===== src/rtl/xmap_intc_pkg.sv =====
// Package: shared constants, types and the source-to-register mapping.
// Assumes exactly 64 sources; the mapping functions encode the fixed table.
package xmap_intc_pkg;

    localparam int NUM_SRC = 64;
    localparam int SRC_W   = $clog2(NUM_SRC);
    localparam int REG_W   = 32;
    localparam int BIT_W   = $clog2(REG_W);

    // Byte offsets of the register words
    localparam int OFS_MASK_HI = 'h00;
    localparam int OFS_MASK_LO = 'h04;
    localparam int OFS_PEND_HI = 'h08;
    localparam int OFS_PEND_LO = 'h0C;
    localparam int OFS_SENSE   = 'h10;
    localparam int OFS_VECTOR  = 'h14;

    // Writable bits of the sense-control word
    localparam logic [REG_W-1:0] SENSE_WMASK = 32'hFFFF_7F00;

    typedef enum logic [1:0] {
        CLS_UNUSED = 2'd0,
        CLS_INTERN = 2'd1,
        CLS_EXTPIN = 2'd2,
        CLS_PORT   = 2'd3
    } src_cls_e;

    // Class of a source number
    function automatic src_cls_e src_class(input int s);
        if (s == 0 || s == 31)      return CLS_UNUSED;
        if (s >= 19 && s <= 25)     return CLS_EXTPIN;
        if (s >= 48)                return CLS_PORT;
        return CLS_INTERN;
    endfunction

    // True when the source lives in the low bank
    function automatic logic src_in_low(input int s);
        return ((s >= 16 && s <= 31) || s >= 48);
    endfunction

    // Bit position of a source inside its bank
    function automatic int src_bitpos(input int s);
        if (s == 0)       return 0;
        else if (s < 16)  return 16 - s;
        else if (s < 19)  return 18 - s;
        else if (s < 31)  return 33 - s;
        else if (s == 31) return 0;
        else if (s < 48)  return 63 - s;
        else              return s - 32;
    endfunction

    // Bit of the sense-control word that governs a source (0 if none)
    function automatic int src_sensebit(input int s);
        if (s >= 19 && s <= 25) return 33 - s;
        if (s >= 48)            return s - 32;
        return 0;
    endfunction

endpackage


===== src/rtl/xmap_intc_sync.sv =====
// Module: multi-stage synchronizer for a vector of asynchronous inputs.
// Assumes inputs are idle-high; all stages reset to RST_VAL.
module xmap_intc_sync #(
    parameter int          WIDTH   = 64,
    parameter int          STAGES  = 2,
    parameter logic        RST_VAL = 1'b1
) (
    input  logic             clk,
    input  logic             rst_n,
    input  logic [WIDTH-1:0] d_i,
    output logic [WIDTH-1:0] q_o
);

    logic [WIDTH-1:0] stg [STAGES];

    for (genvar g = 0; g < STAGES; g++) begin : g_stage
        if (g == 0) begin : g_first
            // First stage samples the raw inputs
            always_ff @(posedge clk) begin
                if (!rst_n) stg[g] <= {WIDTH{RST_VAL}};
                else        stg[g] <= d_i;
            end
        end else begin : g_next
            // Later stages shift the previous stage
            always_ff @(posedge clk) begin
                if (!rst_n) stg[g] <= {WIDTH{RST_VAL}};
                else        stg[g] <= stg[g-1];
            end
        end
    end

    assign q_o = stg[STAGES-1];

endmodule


===== src/rtl/xmap_intc_cell.sv =====
// Module: per-source sense detection and pending latch.
// Assumes src_i is synchronized and active-low; CLS fixes which sense
// options exist. Edge events latch until clr_i; level sources report live.
module xmap_intc_cell
    import xmap_intc_pkg::*;
#(
    parameter src_cls_e CLS = CLS_INTERN
) (
    input  logic clk,
    input  logic rst_n,
    input  logic src_i,
    input  logic sense_i,
    input  logic clr_i,
    output logic pend_o
);

    logic prev_q;
    logic latch_q;
    logic edge_mode;
    logic fall;
    logic rise;
    logic hit;

    // Select edge or level operation for this class and sense bit
    always_comb begin
        case (CLS)
            CLS_EXTPIN: edge_mode = sense_i;
            CLS_PORT:   edge_mode = 1'b1;
            default:    edge_mode = 1'b0;
        endcase
    end

    assign fall = prev_q & ~src_i;
    assign rise = ~prev_q & src_i;
    assign hit  = (CLS == CLS_PORT && !sense_i) ? (fall | rise) : fall;

    // Remember the previous synchronized level for edge detection
    always_ff @(posedge clk) begin
        if (!rst_n) prev_q <= 1'b1;
        else        prev_q <= src_i;
    end

    // Latch edge events; a new edge wins over a clear in the same cycle
    always_ff @(posedge clk) begin
        if (!rst_n || !edge_mode) latch_q <= 1'b0;
        else if (hit)             latch_q <= 1'b1;
        else if (clr_i)           latch_q <= 1'b0;
    end

    // Report latched state in edge mode, live low level otherwise
    always_comb begin
        if (CLS == CLS_UNUSED) pend_o = 1'b0;
        else if (edge_mode)    pend_o = latch_q;
        else                   pend_o = ~src_i;
    end

    // A latched event persists until a clear arrives
    p_latch_holds_r3: assert property (@(posedge clk) disable iff (!rst_n)
        (edge_mode && $past(edge_mode) && $past(latch_q) && !$past(clr_i)) |-> latch_q);

    // A clear without a coincident edge removes the event
    p_clear_works_r3: assert property (@(posedge clk) disable iff (!rst_n)
        (edge_mode && $past(edge_mode) && $past(clr_i) && !$past(hit)) |-> !latch_q);

endmodule


===== src/rtl/xmap_intc_prio.sv =====
// Module: fixed-priority encoder, lowest index wins.
// Assumes index 0 never requests (it doubles as the "none" code).
module xmap_intc_prio #(
    parameter int N = 64,
    parameter int W = $clog2(N)
) (
    input  logic [N-1:0] req_i,
    output logic [W-1:0] idx_o,
    output logic         any_o
);

    // Scan from the top so the lowest requesting index is left standing
    always_comb begin
        idx_o = '0;
        any_o = 1'b0;
        for (int i = N - 1; i >= 0; i--) begin
            if (req_i[i]) begin
                idx_o = W'(i);
                any_o = 1'b1;
            end
        end
    end

endmodule


===== src/rtl/xmap_intc.sv =====
// Module: top of the scrambled-map interrupt controller.
// Holds mask and sense registers, scatters/gathers per-source state to the
// high/low register words through the fixed table, and drives the vector
// and request output. Assumes single-cycle register writes and a
// combinational read port.
module xmap_intc
    import xmap_intc_pkg::*;
#(
    parameter int ADDR_W      = 5,
    parameter int SYNC_STAGES = 2
) (
    input  logic                clk,
    input  logic                rst_n,
    input  logic [NUM_SRC-1:0]  src_n,
    input  logic [ADDR_W-1:0]   bus_addr,
    input  logic                bus_wr,
    input  logic [REG_W-1:0]    bus_wdata,
    output logic [REG_W-1:0]    bus_rdata,
    output logic                irq_o
);

    localparam logic [ADDR_W-1:0] A_MASK_HI = ADDR_W'(OFS_MASK_HI);
    localparam logic [ADDR_W-1:0] A_MASK_LO = ADDR_W'(OFS_MASK_LO);
    localparam logic [ADDR_W-1:0] A_PEND_HI = ADDR_W'(OFS_PEND_HI);
    localparam logic [ADDR_W-1:0] A_PEND_LO = ADDR_W'(OFS_PEND_LO);
    localparam logic [ADDR_W-1:0] A_SENSE   = ADDR_W'(OFS_SENSE);
    localparam logic [ADDR_W-1:0] A_VECTOR  = ADDR_W'(OFS_VECTOR);

    logic [NUM_SRC-1:0] src_sync;
    logic [NUM_SRC-1:0] mask_q;
    logic [NUM_SRC-1:0] pend;
    logic [NUM_SRC-1:0] clr;
    logic [NUM_SRC-1:0] sense_of;
    logic [REG_W-1:0]   sense_q;
    logic [REG_W-1:0]   mask_hi_v, mask_lo_v, pend_hi_v, pend_lo_v;
    logic [SRC_W-1:0]   vec;
    logic               vec_any;
    logic               wr_mask_hi, wr_mask_lo, wr_pend_hi, wr_pend_lo, wr_sense;

    assign wr_mask_hi = bus_wr && (bus_addr == A_MASK_HI);
    assign wr_mask_lo = bus_wr && (bus_addr == A_MASK_LO);
    assign wr_pend_hi = bus_wr && (bus_addr == A_PEND_HI);
    assign wr_pend_lo = bus_wr && (bus_addr == A_PEND_LO);
    assign wr_sense   = bus_wr && (bus_addr == A_SENSE);

    xmap_intc_sync #(
        .WIDTH   (NUM_SRC),
        .STAGES  (SYNC_STAGES),
        .RST_VAL (1'b1)
    ) i_sync (
        .clk   (clk),
        .rst_n (rst_n),
        .d_i   (src_n),
        .q_o   (src_sync)
    );

    // Mask register: scatter written words onto used sources only
    always_ff @(posedge clk) begin
        if (!rst_n) begin
            mask_q <= '0;
        end else begin
            for (int s = 0; s < NUM_SRC; s++) begin
                if (src_class(s) != CLS_UNUSED) begin
                    if (wr_mask_hi && !src_in_low(s))
                        mask_q[s] <= bus_wdata[src_bitpos(s)];
                    if (wr_mask_lo && src_in_low(s))
                        mask_q[s] <= bus_wdata[src_bitpos(s)];
                end
            end
        end
    end

    // Sense-control register: only the defined fields hold state
    always_ff @(posedge clk) begin
        if (!rst_n)        sense_q <= '0;
        else if (wr_sense) sense_q <= bus_wdata & SENSE_WMASK;
    end

    // Per-source clear strobes and sense selections from the register words
    always_comb begin
        for (int s = 0; s < NUM_SRC; s++) begin
            if (src_in_low(s)) clr[s] = wr_pend_lo && bus_wdata[src_bitpos(s)];
            else               clr[s] = wr_pend_hi && bus_wdata[src_bitpos(s)];
            sense_of[s] = (src_class(s) == CLS_EXTPIN || src_class(s) == CLS_PORT)
                          ? sense_q[src_sensebit(s)] : 1'b0;
        end
    end

    for (genvar g = 0; g < NUM_SRC; g++) begin : g_cell
        xmap_intc_cell #(
            .CLS (src_class(g))
        ) i_cell (
            .clk     (clk),
            .rst_n   (rst_n),
            .src_i   (src_sync[g]),
            .sense_i (sense_of[g]),
            .clr_i   (clr[g]),
            .pend_o  (pend[g])
        );
    end

    // Gather per-source mask and pending bits into the register views
    always_comb begin
        mask_hi_v = '0;
        mask_lo_v = '0;
        pend_hi_v = '0;
        pend_lo_v = '0;
        for (int s = 0; s < NUM_SRC; s++) begin
            if (src_class(s) != CLS_UNUSED) begin
                if (src_in_low(s)) begin
                    mask_lo_v[src_bitpos(s)] = mask_q[s];
                    pend_lo_v[src_bitpos(s)] = pend[s];
                end else begin
                    mask_hi_v[src_bitpos(s)] = mask_q[s];
                    pend_hi_v[src_bitpos(s)] = pend[s];
                end
            end
        end
    end

    xmap_intc_prio #(
        .N (NUM_SRC),
        .W (SRC_W)
    ) i_prio (
        .req_i (pend & mask_q),
        .idx_o (vec),
        .any_o (vec_any)
    );

    assign irq_o = |(pend & mask_q);

    // Read multiplexer
    always_comb begin
        case (bus_addr)
            A_MASK_HI: bus_rdata = mask_hi_v;
            A_MASK_LO: bus_rdata = mask_lo_v;
            A_PEND_HI: bus_rdata = pend_hi_v;
            A_PEND_LO: bus_rdata = pend_lo_v;
            A_SENSE:   bus_rdata = sense_q;
            A_VECTOR:  bus_rdata = {vec, {(REG_W - SRC_W){1'b0}}};
            default:   bus_rdata = '0;
        endcase
    end

    // Request output and a non-zero vector always agree
    p_irq_vec_agree_r5: assert property (@(posedge clk) disable iff (!rst_n)
        irq_o == (vec != '0));

    // The reported source is really pending and enabled
    p_vec_is_active_r4: assert property (@(posedge clk) disable iff (!rst_n)
        vec_any |-> (pend[vec] && mask_q[vec]));

    // No lower-numbered source is active than the one reported
    p_vec_lowest_r4: assert property (@(posedge clk) disable iff (!rst_n)
        vec_any |-> (((pend & mask_q) & ((64'd1 << vec) - 64'd1)) == '0));

    // Masks leave reset empty
    p_mask_reset_r2: assert property (@(posedge clk) disable iff (!rst_n)
        $rose(rst_n) |-> (mask_q == '0));

endmodule


===== config.mk =====
export PLATFORM = sky130hd
export DESIGN_NAME = xmap_intc
export DESIGN_NICKNAME = d
export VERILOG_FILES = /design/src/rtl/xmap_intc_pkg.sv /design/src/rtl/xmap_intc_sync.sv /design/src/rtl/xmap_intc_cell.sv /design/src/rtl/xmap_intc_prio.sv /design/src/rtl/xmap_intc.sv
export SDC_FILE = /design/constraint.sdc
export NUM_CORES = 1
export LEC_CHECK = 0
export BUFFER_PORTS_ARGS = -buffer_cell sky130_fd_sc_hd__buf_2
export CAP_MARGIN = 30
export CELL_PAD_IN_SITES_DETAIL_PLACEMENT = 1
export CELL_PAD_IN_SITES_GLOBAL_PLACEMENT = 1
export CORE_MARGIN = 4
export CORE_UTILIZATION = 47
export DETAILED_ROUTE_END_ITERATION = 8
export PLACE_DENSITY = 0.95
export RECOVER_POWER = 25
export SYNTH_ARGS = -nofsm -noshare
export SYNTH_HDL_FRONTEND = slang
export SYNTH_SLANG_ARGS = --single-unit
export TNS_END_PERCENT = 1

===== constraint.sdc =====
create_clock -name clk -period 5.5 [get_ports clk]
set_input_delay 0.55 -clock clk [delete_from_list [all_inputs] [get_ports clk]]
set_output_delay 0.55 -clock clk [all_outputs]
set_load 0.01 [all_outputs]

Word-level counts from Yosys, hierarchy flattened. Memories as Yosys holds them, arrays and structs flattened. Cells that the tools add are included. Widths: inputs -> output; s select.

Register bits after elaboration: 133. Latch bits: 0. RAM bits: 128. Memory bits (read-only): 0. Bits of input ports: 104. Output and inout port bits: 33. Memories: 1.

Memories: i_sync.stg (depth 2, bits a word 64, rd ports 2, clocked after memory_dff 0, wr ports 2, line xmap_intc_sync.sv:14) `logic [WIDTH-1:0] stg [STAGES];`.

Add/sub/neg operators: 0. Multiply operators: 0. Div/mod/pow operators: 0. $lt $le $gt $ge: 64. Equal/unequal tests: 5. Shifts and indexed selects: 0. Mux-type cells: 489. Bitwise logic cells: 136. Reduce and logical (&&, ||, !) cells: 74.

Operators with widths (number): $mux 32 (152); $lt 32x7->1 const B (64); $mux 6 (64); $bmux 1 s5 (64); $mux 1 (201); $pmux 32 s6 (1); $mux 64 (2); $not 1->1 (78); $and 64x64->64 (1); $reduce_or 64->1 (1); $reduce_bool 2->1 (26); $and 1x1->1 (39); $logic_and 1x1->1 (27); $or 1x1->1 (18); $eq 5x4->1 const B (2); $eq 5x5->1 const B (2); $mux 2 (5); $logic_not 1->1 (8); $reduce_and 2->1 (4); $logic_or 1x1->1 (7); $eq 5x3->1 const B (1); $logic_not 5->1 (1).

Depth between registers and ports, before layout. Gate-level depths: netlist of the first run. An unclocked memory read counts as a cell.

Depth in word-level cells: 69. Gate-level depth with buffers: 8. Mapped depth without buffers: 6.

Cells and area by module. A second synthesis of the first run with hierarchy kept.

Cell total of the unflattened synthesis: 1341. Area total of the unflattened synthesis: 11658.7 sq um.

Modules (own cells, without submodules): xmap_intc (instances 1, cells each 685, area each 5341.4 sq um, sequential area each 1701.6 sq um); xmap_intc_sync (instances 1, cells each 270, area each 3442.1 sq um, sequential area each 2562.5 sq um); xmap_intc_cell (g_cell[48].i_cell ...) (instances 16, cells each 9, area each 85.1 sq um, sequential area each 40.0 sq um); xmap_intc_prio (instances 1, cells each 140, area each 763.2 sq um, sequential area each 0.0 sq um); xmap_intc_cell (g_cell[19].i_cell ...) (instances 7, cells each 9, area each 86.3 sq um, sequential area each 40.0 sq um); xmap_intc_cell (g_cell[10].i_cell ...) (instances 39, cells each 1, area each 3.8 sq um, sequential area each 0.0 sq um).

Least setup slack after synthesis of the first run. OpenSTA, ideal clock, no wires.

Path kind: input-to-output. From: input port bus_addr[3]. To: output port bus_rdata[27]. Arrival: 2.079 ns. Setup slack: 2.871 ns. Stages: 8. Buffers on the path: 2. Cell sequence: buf_2 > nor2b_1 > buf_4 > and3_2 > nand2_1 > or4_1 > a21o_1 > o21ai_1.

Longest elaborated chain between the ends: 2.

Ends and longest elaborated chain: from (decl) (line xmap_intc.sv:15) `input logic [ADDR_W-1:0] bus_addr,`; $eq 5x5->1, or another cell as far along (line xmap_intc.sv:134) `case (bus_addr)`; $pmux 32 s6 * (line xmap_intc.sv:134); to (decl) (line xmap_intc.sv:18) `output logic [REG_W-1:0] bus_rdata,`.

Every way passes the cells marked *; elsewhere a longest branch is shown, timed or not.

Worst setup path in the final report of the first run.
From: input port rst_n. To: register mask_q[43].

RTL lines: from (decl) (line xmap_intc.sv:13) `input logic rst_n,`; to (signal, indexed assignment) (line xmap_intc.sv:65) `mask_q[s] <= bus_wdata[src_bitpos(s)];`; to (signal, indexed assignment) (line xmap_intc.sv:67) `mask_q[s] <= bus_wdata[src_bitpos(s)];`; to (decl) (line xmap_intc.sv:30) `logic [NUM_SRC-1:0] mask_q;`.

No word-level cell between the ends.

==> qor.yml, run 1 <==
critical_path:
  r2r_setup_slack_ns: 4.25
  r2r_start: "i_sync.stg[1][50]"
  cpLargestDelayFamily: "buffers and inverters"
  rr_endpoint: "g_cell[50].i_cell.pend_o"
  cp.depth: 4
  required_ns: 5.93
  max_stage_delay_ns: 1.96
  critPathKind: "input pin to flip-flop"
  end_kind: "flip-flop"
  critPathLaunchType: "input pin"
  path_cells: "clkbuf_1, clkbuf_2, buf_4, a21boi_0"
  crit_arrival_ns: 4.04
  slowest_stage: "clkbuf_2"
  cp-startpoint: "rst_n"
  rr_worst_depth: 5
  critPathCapture: "mask_q[43]"
  critPathBufInv: 3
  critical_path.max_fanout: 147
place:
  globalplace.congestion: 0.9520
  io_buffer_count: 134
  dp_hpwl_mm: 23.71
logic_synthesis:
  synth-main-ff-cell: "dfxtp_1"
  synth_seq_cells: 255
  ys_seq_area_share_pct: 47.09
  postSynthCellCount: 1261
  synth_area_leaders: "dfxtp_1 (47%), nand2_1 (9.9%), nand2b_1 (9.3%)"
  avgSynthCellArea_um2: 8.597
  synth.top_cell.area_share_pct: 47.09
  synth_area_mm2: 0.01084
  yosys_warnings: 0
  yosysTopAreaCell: "dfxtp_1"
  syn_nets: 1381
  synth_cell_type_count: 63
  synth-edff-count: 0
  synthArstFlopShare_pct: 0
outcome:
  status: "finished with violations"
  violations: "max-capacitance violations, max-slew violations"
floorplanning:
  rows: 55
  ios: 137
  coreArea_mm2: 0.02264
  die_height_um: 159.9
  die_w_um: 159.9
  die-area_mm2: 0.02556
  initial_core_util_pct: 47.88
cts:
  clk_latency_ns: 0.55
  cts_tree: "yes"
  cts_num_sinks: 255
  clk_pin_slew_worst_paths_ns: 0.06
  ctsHoldBuffers: 0
  clockRootBuffer: "clkbuf_16"
  postCtsSetupBuffers: 0
  clockBufferDepth: 3
  ctsResizeCount: 0
  htreeDepth: 1
  numCtsBuffers: 28
power:
  power_frac_comb_pct: 5.6
  ir_drop_mv: 0.2350
  swShare_pct: 22.56
  seqPwrFrac_pct: 45.5
  p_leak_uw: 0.005020
  clkPwrFrac_pct: 48.9
  intPower_uw: 3321
  cellPowerDensity_mw_per_mm2: 336.7
  power_switching_uw: 967.2
sta:
  finalCritPeriodShare_pct: 65.73
  post-route-min-period_ns: 3.615
  hold_viol: 0
  rsz0062_at_grt: "no"
  fmax_ghz: 0.2766
  tightestPinTransition_ns: 2.627
  fin_worst_skew_ns: 0.01319
  fin_tns_setup_ns: 0
  max_slew_margin_pct: -75.13
  whs_ns: 0.1753
  slew_viol_final: 148
  finalSetupViolCount: 0
detailed_routing:
  wl_mm: 36.72
  wl_per_cell_um: 21.90
  antenna_left: 0
  drtIter0Drc: 886
  num_vias: 9841
  drtPass1Iterations: 7
  post_drt_via_cell_ratio: 5.868
  remaining_drc_errors: 0
cells_and_area:
  fin_nets: 1490
  area_delta_synth_final_pct: 17.47
  final.fill_count: 2655
  drive_above_1_share_pct: 15.31
  ff_latch_area_mm2: 0.005105
  multi_input_area_mm2: 0.005315
worst_hold_path:
  hp-class: "input pin to flip-flop"
grt:
  grt.total_usage_pct: 27.82
  grt_pass1_wl_mm: 57.36
  grt_max_degree: 148
  gr-total-overflow: 0
  grt_pass1_vias: 10300
  grt_antenna_before_repair: 2
flow_run:
  max_cap_violations: 1
## power groups by stage
stage / logic [uW] / clock network, uW / registers (uW)
detailed placement: 231 / 0 / 1990
global route: 263 / 2200 / 1950
global placement: 217 / 0 / 1980
CTS: 237 / 2130 / 1950
finish: 240 / 2100 / 1950
floorplan: 142 / 0 / 1970
## cells by family (layout without fill, tap and decap cells)
group	Yosys count	in the layout	synth area share, %
AO/OA/AOI/OAI	261	261	17.13
adder cells (fa/ha/maj)	16	16	1.847
buffers and inverters	101	231	3.924
flip-flops	255	255	47.09
multiplexers	21	21	2.401
other	0	1	0
AND/OR/NAND/NOR	607	607	27.61
## registers in the layout, indices dropped and copies added, names as in the netlist
| signal | count |
|---|---|
| g_cell.i_cell.pend_o | 16 |
| g_cell.i_cell.latch_q | 7 |
| g_cell.i_cell.prev_q | 23 |
| i_sync.stg | 124 |
| mask_q | 62 |
| sense_q | 23 |
## worst min path at each step
| stage | startpoint | endpoint | cells after the start |
|---|---|---|---|
| floorplan | i_sync.stg[0][10] | i_sync.stg[1][10] | 1 |
| global placement | i_sync.stg[0][7] | i_sync.stg[1][7] | 1 |
| detailed placement | i_sync.stg[0][11] | i_sync.stg[1][11] | 1 |
| CTS | src_n[40] | i_sync.stg[0][40] | 2 |
| global route | src_n[40] | i_sync.stg[0][40] | 2 |
| finish | src_n[40] | i_sync.stg[0][40] | 2 |
## metal layers
metal	vias up	GRT usage, %	wire length, um
li1	4464	-	-
met1	4781	35.20	14880
met2	486	45.92	16970
met3	110	5.884	3296
met4	0	12.48	1571
met5	-	0	0
## final cells by class
| cell class | instances | share of cell area, % |
|---|---|---|
| multi-input cells | 905 | 41.74 |
| repair buffers | 148 | 6.278 |
| well taps | 285 | 2.800 |
| diodes | 1 | 0.01965 |
| flip-flops and latches | 255 | 40.09 |
| clock inverters | 15 | 1.837 |
| clock buffers | 36 | 6.298 |
| inverters | 32 | 0.9432 |
## stage by stage
| step | power [uW] | instances | setup WS [ns] | cell area (um2) | util (%) |
|---|---|---|---|---|---|
| after floorplan | 2110 | 1261 | 2.871 | 10840 | - |
| after global placement | 2200 | 1622 | 2.038 | 11660 | 51.48 |
| after detailed placement | 2218 | 1624 | 1.993 | 11700 | 51.67 |
| after CTS | 4311 | 1675 | 2.075 | 12730 | 56.25 |
| after global routing | 4419 | 1677 | 1.500 | 12730 | 56.25 |
| final | 4288 | 1677 | 1.885 | 12730 | 56.25 |
## Yosys cell counts, types with 11 or more instances
library cell / number
nand2_1: 286
dfxtp_1: 255
nand2b_1: 162
a21boi_0: 69
nor2_1: 55
clkbuf_1: 49
nor2b_1: 46
a21oi_1: 41
inv_1: 32
o21ai_0: 32
a21boi_1: 17
a221oi_1: 17
mux2i_1: 17
ha_1: 16
a22oi_1: 12
and2_1: 12
a221o_1: 11
## cell usage in the layout (no fill, tap or decap), types with 29 or more instances in the layout
cell,instances
nor2_1,55
nand2_1,286
inv_1,32
nand2b_1,162
a21boi_0,69
nor2b_1,46
o21ai_0,32
a21oi_1,41
clkbuf_16,29
dfxtp_1,255
buf_2,133
No activity file was read; power rests on OpenSTA's default activity.
==> run 2: changes to the inputs <==
--- a/config.mk
+++ b/config.mk
@@ -10,9 +10,9 @@
 export CELL_PAD_IN_SITES_DETAIL_PLACEMENT = 1
 export CELL_PAD_IN_SITES_GLOBAL_PLACEMENT = 1
 export CORE_MARGIN = 4
-export CORE_UTILIZATION = 47
+export CORE_UTILIZATION = 44
 export DETAILED_ROUTE_END_ITERATION = 8
-export PLACE_DENSITY = 0.95
+export PLACE_DENSITY = 0.9
 export RECOVER_POWER = 25
 export SYNTH_ARGS = -nofsm -noshare
 export SYNTH_HDL_FRONTEND = slang
==> constraint.sdc (replaced) <==
create_clock -name clk -period 3.4 [get_ports clk]
set_input_delay 0.34 -clock clk [delete_from_list [all_inputs] [get_ports clk]]
set_output_delay 0.34 -clock clk [all_outputs]
set_load 0.01 [all_outputs]
==> run 2 against run 1 <==
Net effect: clock skew decreased by 0.0071 ns; flip-flop and latch count unchanged; the run still ends with max-capacitance violations, max-slew violations left; wire length decreased by 2.9%; clock-buffer cell count increased by 4; largest cell class unchanged; largest power group is now sequential cells; hold slack got worse by 0.16 ns.
==> qor.yml, run 2 (synthesis gave the netlist of run 1 again) <==
outcome:
  status: "finished with violations"
  violations: "max-capacitance violations, max-slew violations"
sta:
  post-route-min-period_ns: 3.192
  fin_tns_setup_ns: 0
  slew_viol_final: 116
  fin_ws_ns: 0.2083
  whs_ns: 0.01155
  fmax_ghz: 0.3133
  finalCritPeriodShare_pct: 93.87
  finalSetupViolCount: 0
  rsz0062_at_grt: "no"
  fin_worst_skew_ns: 0.006086
  tightestPinTransition_ns: 2.151
  max_slew_margin_pct: -43.42
  hold_viol: 0
detailed_routing:
  wl_per_cell_um: 20.13
  num_vias: 9841
  drtPass1Iterations: 5
  drtIter0Drc: 726
  remaining_drc_errors: 0
  wl_mm: 35.64
  post_drt_via_cell_ratio: 5.557
  antenna_left: 0
grt:
  grt.total_usage_pct: 25.99
  grt_antenna_before_repair: 4
  grt_pass1_vias: 10270
  grt_max_degree: 117
  grt_pass1_wl_mm: 55.77
  gr-total-overflow: 0
floorplanning:
  coreArea_mm2: 0.02425
  die_height_um: 165.0
  die_w_um: 165.0
  ios: 137
  initial_core_util_pct: 44.71
  rows: 57
  die-area_mm2: 0.02721
critical_path:
  end_kind: "output port"
  max_stage_delay_ns: 0.57
  slowest_stage: "a21boi_0"
  critical_path.max_fanout: 5
  critPathLaunchType: "flip-flop"
  r2r_setup_slack_ns: 2.22
  required_ns: 3.06
  crit_arrival_ns: 2.85
  cpLargestDelayFamily: "compound AO/OA/AOI/OAI gates"
  path_cells: "or2_2, a21boi_0, nand2b_1, nor3_1, and4_1, o31ai_1, buf_2"
  critPathBufInv: 1
  critPathKind: "flip-flop to output port"
power:
  p_leak_uw: 0.005179
  cellPowerDensity_mw_per_mm2: 497.1
  ir_drop_mv: 0.3482
cts:
  numCtsBuffers: 27
  ctsResizeCount: 0
  clk_pin_slew_worst_paths_ns: 0.06
  htreeDepth: 1
  clockBufferDepth: 3
  clockRootBuffer: "clkbuf_16"
  cts_tree: "yes"
  cts_num_sinks: 255
  clk_latency_ns: 0.53
cells_and_area:
  final_common_cell: "nand2_1"
  final.fill_count: 2887
  mostFrequentLayoutCells: "nand2_1 (286), dfxtp_1 (255), nand2b_1 (162)"
  stdcell_count: 1771
  top_register: "i_sync.stg"
  largest_register_ff_count: 124
  final_util_pct: 54.33
  area_delta_synth_final_pct: 21.53
  drive_above_1_share_pct: 14.42
  fin_nets: 1543
  reg_top3: "i_sync.stg: 124 flops, mask_q: 62 flops"
place:
  pre_cts_slack_ns: 0.6530
  dp_cells: 1668
  io_buffer_count: 134
  globalplace.congestion: 0.9543
  dp_hpwl_mm: 23.90
worst_hold_path:
  hp-class: "input pin to flip-flop"
flow_run:
  max_cap_violations: 1
==> run 2: path summary, 6_finish.rpt <==
check / endpoint / start / cells after the start
worst max-delay path: bus_rdata[30] / sense_q[12] / 7
worst min-delay path: i_sync.stg[0][13] / src_n[13] / 2
worst max register to register: g_cell[51].i_cell.pend_o / i_sync.stg[1][51] / 5
worst min register to register: i_sync.stg[1][32] / i_sync.stg[0][32] / 1
==> run 2: per-stage QoR <==
step	power [uW]	instance area (um2)
after global placement	3566	11780
after CTS	6581	13150
after floorplan	3413	10840
after detailed placement	3592	11780
final	6549	13170
after global routing	6782	13170
==> run 2: layout make-up <==
cell class / count / area [um2] / share of cell area (%)
Timing Repair Buffer: 202 / 1331 / 10.11
Tap cell: 324 / 405.4 / 3.077
Antenna cell: 5 / 12.51 / 0.09498
Clock inverter: 8 / 115.1 / 0.8738
Multi-Input combinational cell: 905 / 5310 / 40.31
Inverter: 32 / 120.1 / 0.9118
Sequential cell: 255 / 5105 / 38.75
Clock buffer: 40 / 774.5 / 5.879
==> run 2: power breakdown <==
group	internal [uW]	leakage, uW	switching [uW]
sequential	3090	0.00209	64.9
combinational	209	0.00265	224
clock	1790	0.000440	1170
==> run 2: metal layers <==
layer,GRT usage (%),vias to the layer above,routed length (um)
met5,0,-,0
met4,11.19,0,1353
met3,4.767,108,2640
met2,43.24,405,16680
met1,33.07,4757,14970
li1,-,4571,-
==> run 2: what timing repair did <==
action / in CTS / in global routing
setup buffers: 0 / 0
hold buffers: 48 / 2
hold endpoints to repair: 48 / 2
